$ cat config.mk
export PLATFORM = sky130hd
export DESIGN_NAME = cmov_flag_unit
export DESIGN_NICKNAME = d
export VERILOG_FILES = /design/src/rtl/cmov_pkg.sv /design/src/rtl/cmov_rst_sync.sv /design/src/rtl/cmov_decode.sv /design/src/rtl/cmov_cond_eval.sv /design/src/rtl/cmov_flag_gen.sv /design/src/rtl/cmov_flag_unit.sv
export SDC_FILE = /design/constraint.sdc
export NUM_CORES = 1
export LEC_CHECK = 0
export CORE_AREA = 10 10 193 104
export CTS_BUF_LIST = sky130_fd_sc_hd__clkbuf_16
export DETAILED_ROUTE_END_ITERATION = 7
export DIE_AREA = 0 0 203 114
export HOLD_SLACK_MARGIN = 0.1
export PLACE_DENSITY = 0.77
export SYNTH_ARGS = -nofsm -noshare
export SYNTH_HDL_FRONTEND = slang
export SYNTH_HIERARCHICAL = 1
export SYNTH_SLANG_ARGS = --single-unit
$ cat constraint.sdc
create_clock -name clk -period 3.3 [get_ports clk]
set_clock_uncertainty 0.1 [all_clocks]
set_input_delay 0.495 -clock clk [delete_from_list [all_inputs] [get_ports clk]]
set_output_delay 0.495 -clock clk [all_outputs]
set_load 0.02 [all_outputs]
$ cat src/rtl/cmov_pkg.sv
package cmov_pkg;

  // Flag vector layout: N at bit 3, Z at bit 2, V at bit 1, C at bit 0.
  typedef struct packed {
    logic n;
    logic z;
    logic v;
    logic c;
  } ccr_t;

  // Positions of the fields inside the instruction bits.
  localparam int unsigned FLD_W      = 19;
  localparam int unsigned COND_LSB   = 14;
  localparam int unsigned COND_W     = 4;
  localparam int unsigned INT_CC_BIT = 18;
  localparam int unsigned SRC_BIT    = 13;
  localparam int unsigned SEL_LSB    = 11;
  localparam int unsigned SEL_W      = 2;
  localparam int unsigned RES_LSB    = 5;

  // Results of decoding one operation.
  typedef struct packed {
    logic [COND_W-1:0] cond;
    logic              sel_full;
    logic              use_imm;
    logic              legal;
  } dec_t;

endpackage

$ cat src/rtl/cmov_rst_sync.sv
module cmov_rst_sync #(
  parameter int unsigned STAGES = 2
) (
  input  logic clk,
  input  logic rst_n,
  output logic rst_sync_n
);
  logic [STAGES-1:0] chain_q;

  // Assertion is asynchronous; release passes through STAGES flops.
  always_ff @(posedge clk or negedge rst_n) begin
    if (!rst_n) chain_q <= '0;
    else        chain_q <= {chain_q[STAGES-2:0], 1'b1};
  end

  assign rst_sync_n = chain_q[STAGES-1];
endmodule

$ cat src/rtl/cmov_decode.sv
module cmov_decode
  import cmov_pkg::*;
#(
  parameter int unsigned XLEN  = 64,
  parameter int unsigned IMM_W = 11
) (
  input  logic [FLD_W-1:0] ins_f,
  output dec_t             dec,
  output logic [XLEN-1:0]  imm_ext
);
  localparam int unsigned RES_W = IMM_W - RES_LSB;
  localparam int unsigned EXT_W = XLEN - IMM_W;

  logic [SEL_W-1:0] sel;
  logic [RES_W-1:0] rsvd;
  logic [IMM_W-1:0] imm;
  logic             int_cc;

  always_comb begin
    sel    = ins_f[SEL_LSB +: SEL_W];
    rsvd   = ins_f[RES_LSB +: RES_W];
    imm    = ins_f[IMM_W-1:0];
    int_cc = ins_f[INT_CC_BIT];

    dec.cond     = ins_f[COND_LSB +: COND_W];
    dec.use_imm  = ins_f[SRC_BIT];
    dec.sel_full = sel[1];
    // Legal only with integer codes, an even selector, and a clear
    // must-be-zero field whenever the register source is used.
    dec.legal    = int_cc && !sel[0] && (dec.use_imm || (rsvd == '0));

    imm_ext = {{EXT_W{imm[IMM_W-1]}}, imm};
  end
endmodule

$ cat src/rtl/cmov_cond_eval.sv
module cmov_cond_eval
  import cmov_pkg::*;
(
  input  ccr_t              flags,
  input  logic [COND_W-1:0] cond,
  output logic              taken
);
  logic lt_s;
  logic base;

  // The upper code bit inverts one of eight base tests.
  always_comb begin
    lt_s = flags.n ^ flags.v;
    unique case (cond[COND_W-2:0])
      3'd0:    base = 1'b0;
      3'd1:    base = flags.z;
      3'd2:    base = flags.z | lt_s;
      3'd3:    base = lt_s;
      3'd4:    base = flags.c | flags.z;
      3'd5:    base = flags.c;
      3'd6:    base = flags.n;
      default: base = flags.v;
    endcase
    taken = base ^ cond[COND_W-1];
  end
endmodule

$ cat src/rtl/cmov_flag_gen.sv
module cmov_flag_gen
  import cmov_pkg::*;
#(
  parameter int unsigned XLEN  = 64,
  parameter int unsigned LOW_W = 32
) (
  input  logic [XLEN-1:0] res,
  output ccr_t            low_f,
  output ccr_t            full_f
);
  ccr_t sets [2];

  // Index 0 covers the low part; index 1 covers the full width.
  for (genvar g = 0; g < 2; g++) begin : g_set
    localparam int unsigned W = (g == 0) ? LOW_W : XLEN;
    always_comb begin
      sets[g].n = res[W-1];
      sets[g].z = (res[W-1:0] == '0);
      sets[g].v = 1'b0;
      sets[g].c = 1'b0;
    end
  end

  assign low_f  = sets[0];
  assign full_f = sets[1];
endmodule

$ cat src/rtl/cmov_flag_unit.sv
module cmov_flag_unit
  import cmov_pkg::*;
#(
  parameter int unsigned XLEN  = 64,
  parameter int unsigned LOW_W = 32,
  parameter int unsigned IMM_W = 11
) (
  input  logic              clk,
  input  logic              rst_n,
  input  logic              op_valid,
  input  logic [FLD_W-1:0]  ins_f,
  input  logic [XLEN-1:0]   rs2_val,
  input  logic [XLEN-1:0]   rd_old,
  input  logic [3:0]        icc_in,
  input  logic [3:0]        xcc_in,
  input  logic              logic_valid,
  input  logic [XLEN-1:0]   logic_res,
  output logic [XLEN-1:0]   rd_new,
  output logic              rd_we,
  output logic              illegal,
  output logic [3:0]        icc_new,
  output logic [3:0]        xcc_new
);
  logic            rst_sync_n;
  dec_t            dec;
  logic [XLEN-1:0] imm_ext;
  ccr_t            sel_flags;
  logic            taken;
  ccr_t            gen_low, gen_full;

  logic [XLEN-1:0] rd_d, rd_q;
  logic            we_d, we_q;
  logic            ill_d, ill_q;
  ccr_t            icc_q, xcc_q;

  cmov_rst_sync #(.STAGES(2)) u_rst (
    .clk        (clk),
    .rst_n      (rst_n),
    .rst_sync_n (rst_sync_n)
  );

  cmov_decode #(.XLEN(XLEN), .IMM_W(IMM_W)) u_dec (
    .ins_f   (ins_f),
    .dec     (dec),
    .imm_ext (imm_ext)
  );

  assign sel_flags = dec.sel_full ? ccr_t'(xcc_in) : ccr_t'(icc_in);

  cmov_cond_eval u_cond (
    .flags (sel_flags),
    .cond  (dec.cond),
    .taken (taken)
  );

  cmov_flag_gen #(.XLEN(XLEN), .LOW_W(LOW_W)) u_fgen (
    .res    (logic_res),
    .low_f  (gen_low),
    .full_f (gen_full)
  );

  // Next-state logic for the move path.
  always_comb begin
    we_d  = op_valid && dec.legal && taken;
    ill_d = op_valid && !dec.legal;
    rd_d  = we_d ? (dec.use_imm ? imm_ext : rs2_val) : rd_old;
  end

  // Strobes are refreshed every cycle; data registers use enables.
  always_ff @(posedge clk or negedge rst_sync_n) begin
    if (!rst_sync_n) begin
      we_q  <= 1'b0;
      ill_q <= 1'b0;
    end else begin
      we_q  <= we_d;
      ill_q <= ill_d;
    end
  end

  always_ff @(posedge clk or negedge rst_sync_n) begin
    if (!rst_sync_n)   rd_q <= '0;
    else if (op_valid) rd_q <= rd_d;
  end

  always_ff @(posedge clk or negedge rst_sync_n) begin
    if (!rst_sync_n) begin
      icc_q <= '0;
      xcc_q <= '0;
    end else if (logic_valid) begin
      icc_q <= gen_low;
      xcc_q <= gen_full;
    end
  end

  assign rd_new  = rd_q;
  assign rd_we   = we_q;
  assign illegal = ill_q;
  assign icc_new = icc_q;
  assign xcc_new = xcc_q;
endmodule

==> summary.md, run 1 <==
| Metric | Value |
|---|---|
| Clock power share | 0.333 |
| Dpl ws | 0.327 ns |
| Gate Count Post-Synth | 496 |
| DP Area | 7440 um2 |
| Layout cells sized above 1 | 0.0649 |
| F_max | 0.377 GHz |
| Largest family of logic cells by synthesized area | buffers and inverters |
| Worst EP arrival | 2.76 ns |
| Synth Area in XOR/XNOR | 0.00533 |
| Mapped Area | 4930 um2 |
| Seq/Total Area, Yosys | 0.386 |
| Hold WC Path Type | input port to async pin |
| Final period util | 0.805 |
| Worst-Skew Late Latency | 0.33 ns |
| Starting density of the core | 0.292 |
| WS Path Type | input port to register |
| Multi-input combinational cell area | 2190 um2 |
| Core area | 16900 um2 |
| Worst Setup Slack, final | 0.645 ns |
| TritonCTS clock tree | yes |
| Synthesis warning total | 6 |
| Die width | 203 um |
| Min Tclk post-route | 2.65 ns |
| Grt ovf | 0 |
| Synth Register Bits | 76 |
| Cell accounting for the most synthesized area | dfrtp_1 |
| RSZ-0062 raised after global routing | false |
| Startpoint types | input port |
| Via-to-Cell Ratio | 4.67 |
| Postcts setup bufs | 0 |
| Relative slew slack | 0.330 |
| Cell-internal power | 2.16 mW |
| Number of routed nets with antenna violations | 0 |
| Fill count | 1642 |
| Clock root buffer | clkbuf_16 |
| WP data required | 3.40 ns |
| Netlist cell types | 27 |
| Clk buf depth | 2 |
| Sw Ratio | 0.289 |
| I/O Buffers | 296 |
| Register share of total power | 0.361 |
| Clock sink count | 76 |
| Post-Synth Simple-Gate Area | 0.122 |
| Max-slew violations | 0 |
| GPL Wtd Cong | 0.846 |
| CP startpoint | ins_f[12] |
| Clock transition at path regs | 0.07 ns |
| # hold bufs at CTS | 0 |
| Cell count after placement | 927 |
| Area grow syn2layout | 57.1% |
| Iter 0 DRT Violations | 227 |
| Compound-gate portion of the synthesized area | 0.153 |
| Setup TNS | 0 ns |
| Drt pass-1 iters | 4 |
| Net Sw Power | 0.878 mW |
| Cts repair resizes | 0 |
| Register area | 1910 um2 |
| First-pass GRT wire length | 28.6 mm |
| Post-synth top area share | 0.386 |
| Vias in the first global route | 4638 |
| Leading cell types in the layout, fill and taps excluded | clkdlybuf4s50_1, dfrtp_1, mux2i_1, o21ai_1, a31oi_1 |
| Synthesized-area fraction occupied by adder cells | 0 |
| DIE HEIGHT | 114 um |
| Synth top area cells | dfrtp_1, buf_4, mux2i_1, a31oi_1, nor2b_1 |
| Most common cell after layout, fill and taps aside | clkdlybuf4s50_1 |
| Post-synth EDFFs | 0 |
| Detail Placement HPWL | 14.6 mm |
| Drt wl/cell | 20.0 um |
| Slew @ Worst Pin | 1.00 ns |
| Lkg Pwr | 3.09 nW |
| Logic pwr share | 0.306 |
| Via Count | 4404 |
| GRT Total Usage | 0.157 |
| Drt drc | 0 |
| Setup-failing EPs final | 0 |
| VDD IR max | 0.201 mV |
| Final layout net count | 927 |
| Ant diodes | 0 |
| Layout Utilization | 0.458 |
| Primary FF master, synth | dfrtp_1 |
| Final Non-Filler Cells | 943 |
| Post-route cell area | 7740 um2 |
| Antenna violations before repair | 0 |
| RR Startpoint | u_rst/chain_q[1] |
| Avg Cell Area, Syn | 9.93 um2 |
| Crit-path max FO | 64 |
| PwrDens | 392 nW/um2 |
| Htree depth | 3 |
| Routed WL | 18.9 mm |
| FP Rows | 34 |
| Ys async rst share | 1.00 |
| Final number of hold-violating endpoints | 0 |
| Max-cap viol count | 0 |
| Mux cell area share after synthesis | 0.159 |
| Largest net degree at the start of global routing | 75 |
| Status | finished clean |
| Crit path capture type | register |
| TritonCTS Buffers | 9 |
| Die area | 23100 um2 |
| I/O pin cnt | 297 |
-- final cells by class --
class,count,share of cell area
Timing Repair Buffer,305,0.393
Multi-Input combinational cell,310,0.283
Sequential cell,76,0.246
Tap cell,234,0.0378
Clock buffer,9,0.0291
Clock inverter,7,0.00954
Inverter,2,0.000970
-- synth_stat cells, types with 3 or more instances --
master	count
buf_4	90
dfrtp_1	76
mux2i_1	65
o21ai_1	65
a31oi_1	64
nor2b_1	59
nor4_1	16
mux2_2	12
buf_6	11
and2b_1	6
buf_2	5
nand4_1	4
buf_1	3
-- flip-flops by register name (all words and copies together) (netlist names) --
name	cells
rd_we	1
icc_new	4
xcc_new	4
rd_new	64
u_rst/chain_q	2
illegal	1
-- stage by stage --
step | hold WS [ns] | total power [mW]
finish | 0.219 | 3.04
global route | 0.197 | 3.20
CTS | 0.197 | 3.09
detailed placement | 0.237 | 2.05
global placement | 0.235 | 2.04
floorplan | 0.0994 | 1.56
-- path summary, 6_finish.rpt --
check | to | slack, ns | cells after the start
worst max-delay path | rd_new[15] | 0.65 | 10
worst min-delay path | u_rst/chain_q[0] | 0.22 | 1
worst max register to register | rd_new[9] | 2.04 | 0
worst min register to register | u_rst/chain_q[1] | 0.26 | 0
max in group asynchronous | rd_new[9] | 2.04 | 0
min in group clk | u_rst/chain_q[1] | 0.26 | 0
-- routing by layer --
metal / wire length, um / vias up / GRT usage
met2: 8120 / 187 / 0.235
met5: 0 / - / 0
met3: 1950 / 10 / 0.0756
li1: - / 2132 / -
met4: 143 / 0 / 0.0316
met1: 8660 / 2075 / 0.203
-- worst max-delay path: stages --
cell             delay [ns]
clkdlybuf4s50_1        0.57
mux2_2                 0.39
xnor2_1                0.13
o21ai_0                0.14
o21ai_1                0.11
xnor2_1                0.25
nand2_2                0.11
buf_12                 0.22
a31oi_1                0.23
o21ai_1                0.09
-- power by group through the flow --
stage               registers, mW  clock network, mW  logic [mW]
detailed placement           1.11                  0       0.935
floorplan                    1.22                  0       0.339
finish                       1.10               1.01       0.929
CTS                          1.10               1.06       0.938
global placement             1.11                  0       0.926
global route                 1.11               1.10       0.995
-- kinds of logic after synthesis --
| kind of cell | after synthesis |
|---|---|
| flip-flops | 76 |
| other | 2 |
| multiplexers | 77 |
| AND/OR/NAND/NOR | 92 |
| XOR/XNOR | 3 |
| buffers and inverters | 113 |
| AO/OA/AOI/OAI | 133 |
No activity file was read; power rests on OpenSTA's default activity.
==> inputs of run 2 (changes only) <==
Settings changed: PLACE_DENSITY 0.77 to 0.8.
Clock period 3.3 ns to 2.27 ns, I/O delays scaled along.
==> run 2 against run 1 <==
  * Sequential power grew 44%
  * Count of clock-buffer cells in the layout is the same
  * Clock power grew 55%
  * Largest cell class unchanged
  * Register-to-register slack lost 0.82 ns
  * Wire length grew 14%
  * Flip-flop and latch count is the same
  * Highest routed layer is now met5
  * Largest power group unchanged
  * Total power grew 54%
  * Core utilization grew 3.9 points
==> summary.md, run 2 (synthesis gave the netlist of run 1 again) <==
| Metric | Value |
|---|---|
| Max-slew violations | 0 |
| Register share of total power | 0.337 |
| Die area | 23100 um2 |
| Min Hold Slack | 0.161 ns |
| Lkg Pwr | 3.45 nW |
| Grt ovf | 0 |
| Final layout net count | 948 |
| Starting density of the core | 0.292 |
| First-pass GRT wire length | 29.7 mm |
| Setup-failing EPs final | 0 |
| Fill count | 1528 |
| FP Rows | 34 |
| VDD IR max | 0.296 mV |
| Clock sink count | 76 |
| Clk buf depth | 2 |
| I/O Buffers | 296 |
| Worst Setup Slack, final | 0.0143 ns |
| Startpoint types | input port |
| Dpl ws | -0.513 ns |
| Hold WC Path Type | register to async pin |
| Routed WL | 21.6 mm |
| Sw Ratio | 0.290 |
| Htree depth | 3 |
| TritonCTS Buffers | 9 |
| DIE HEIGHT | 114 um |
| Core area | 16900 um2 |
| Drt drc | 0 |
| Min Tclk post-route | 2.26 ns |
| Relative slew slack | 0.551 |
| GRT Total Usage | 0.164 |
| Detail Placement HPWL | 15.1 mm |
| Most common cell after layout, fill and taps aside | clkdlybuf4s50_1 |
| Final Non-Filler Cells | 964 |
| Drt wl/cell | 22.4 um |
| Net Sw Power | 1.36 mW |
| WS Path Type | input port to register |
| Logic pwr share | 0.328 |
| Largest net degree at the start of global routing | 55 |
| Clock root buffer | clkbuf_16 |
| Die width | 203 um |
| Clock power share | 0.335 |
| Crit-path max FO | 7 |
| Largest register FFs | 64 |
| Final period util | 0.994 |
| Status | finished clean |
| WP data required | 2.38 ns |
| Leading cell types in the layout, fill and taps excluded | clkdlybuf4s50_1, dfrtp_1, mux2i_1, o21ai_1, nor2b_1 |
| Max-cap viol count | 0 |
| Cell count after placement | 935 |
| Number of routed nets with antenna violations | 0 |
| Worst-Skew Late Latency | 0.33 ns |
| GPL Wtd Cong | 0.851 |
| Iter 0 DRT Violations | 231 |
| Area grow syn2layout | 70.4% |
| Final number of hold-violating endpoints | 0 |
| TritonCTS clock tree | yes |
| PwrDens | 558 nW/um2 |
| Register area | 1910 um2 |
| Ant diodes | 0 |
| Via-to-Cell Ratio | 4.84 |
| Multi-input combinational cell area | 2470 um2 |
| I/O pin cnt | 297 |
| F_max | 0.443 GHz |
| Cell-internal power | 3.33 mW |
| Clock transition at path regs | 0.06 ns |
| Worst EP arrival | 2.37 ns |
| Vias in the first global route | 4767 |
| Crit path capture type | register |
| Layout Utilization | 0.497 |
| Layout cells sized above 1 | 0.116 |
| Slew @ Worst Pin | 0.674 ns |
| Setup TNS | 0 ns |
| Via Count | 4668 |
| Antenna violations before repair | 1 |
| Drt pass-1 iters | 4 |
==> run 2: power by group through the flow <==
| stage | clock (mW) | combinational (mW) | sequential [mW] |
|---|---|---|---|
| 2_1_floorplan | 0 | 0.493 | 1.78 |
| 4_1_cts | 1.62 | 1.43 | 1.58 |
| 6_report | 1.57 | 1.54 | 1.58 |
| 3_3_place_gp | 0 | 1.39 | 1.60 |
| 3_5_place_dp | 0 | 1.41 | 1.60 |
| 5_1_grt | 1.67 | 1.63 | 1.60 |
==> run 2: final timing paths <==
check | endpoint | slack, ns | start | depth (start not counted)
max in group asynchronous | u_rst/chain_q[1] | 1.28 | rst_n | 2
worst max register to register | rd_new[19] | 1.22 | rd_new[19] | 3
worst min-delay path | xcc_new[1] | 0.16 | u_rst/chain_q[1] | 0
min in group clk | u_rst/chain_q[1] | 0.27 | u_rst/chain_q[0] | 0
worst max-delay path | rd_new[21] | 0.01 | ins_f[14] | 10
worst min register to register | xcc_new[1] | 0.16 | u_rst/chain_q[1] | 0
==> run 2: routing by layer <==
metal  part of all wire  up-vias  track usage
met5            0.00060        -            0
met4             0.0063        2       0.0296
met3               0.11       12       0.0764
met2               0.44      219        0.248
met1               0.44     2254        0.211
li1                   -     2181            -
==> run 2: critical path, stage by stage <==
cell and delay (ns):
clkdlybuf4s50_1 0.44, xor2_1 0.18, a221o_1 0.37, o21ai_2 0.10
xnor2_2 0.15, buf_6 0.17, nand2_8 0.11, clkbuf_16 0.24
a31oi_4 0.18, o21ai_1 0.08
==> run 2: final cells by class <==
type                       count  share of cell area
timing repair buffer         325               0.405
multi-input combinational    311               0.294
sequential                    76               0.227
tap                          234              0.0349
clock buffer                   9              0.0268
clock inverter                 7              0.0112
inverter                       2            0.000894
==> run 2: per-stage QoR <==
| stage | total power [mW] | instance area (um2) |
|---|---|---|
| global route | 4.90 | 8400 |
| detailed placement | 3.01 | 7560 |
| floorplan | 2.27 | 4940 |
| global placement | 2.99 | 7560 |
| finish | 4.69 | 8400 |
| CTS | 4.63 | 7940 |
==> run 2: timing repair <==
item	4_1_cts	5_1_grt
hold endpoints to repair	2	0
buffers inserted	1	0
hold buffers	1	0
gates resized for setup	3	50
pin swaps	1	14
gates cloned	1	10
endpoints found under the setup margin	65	64
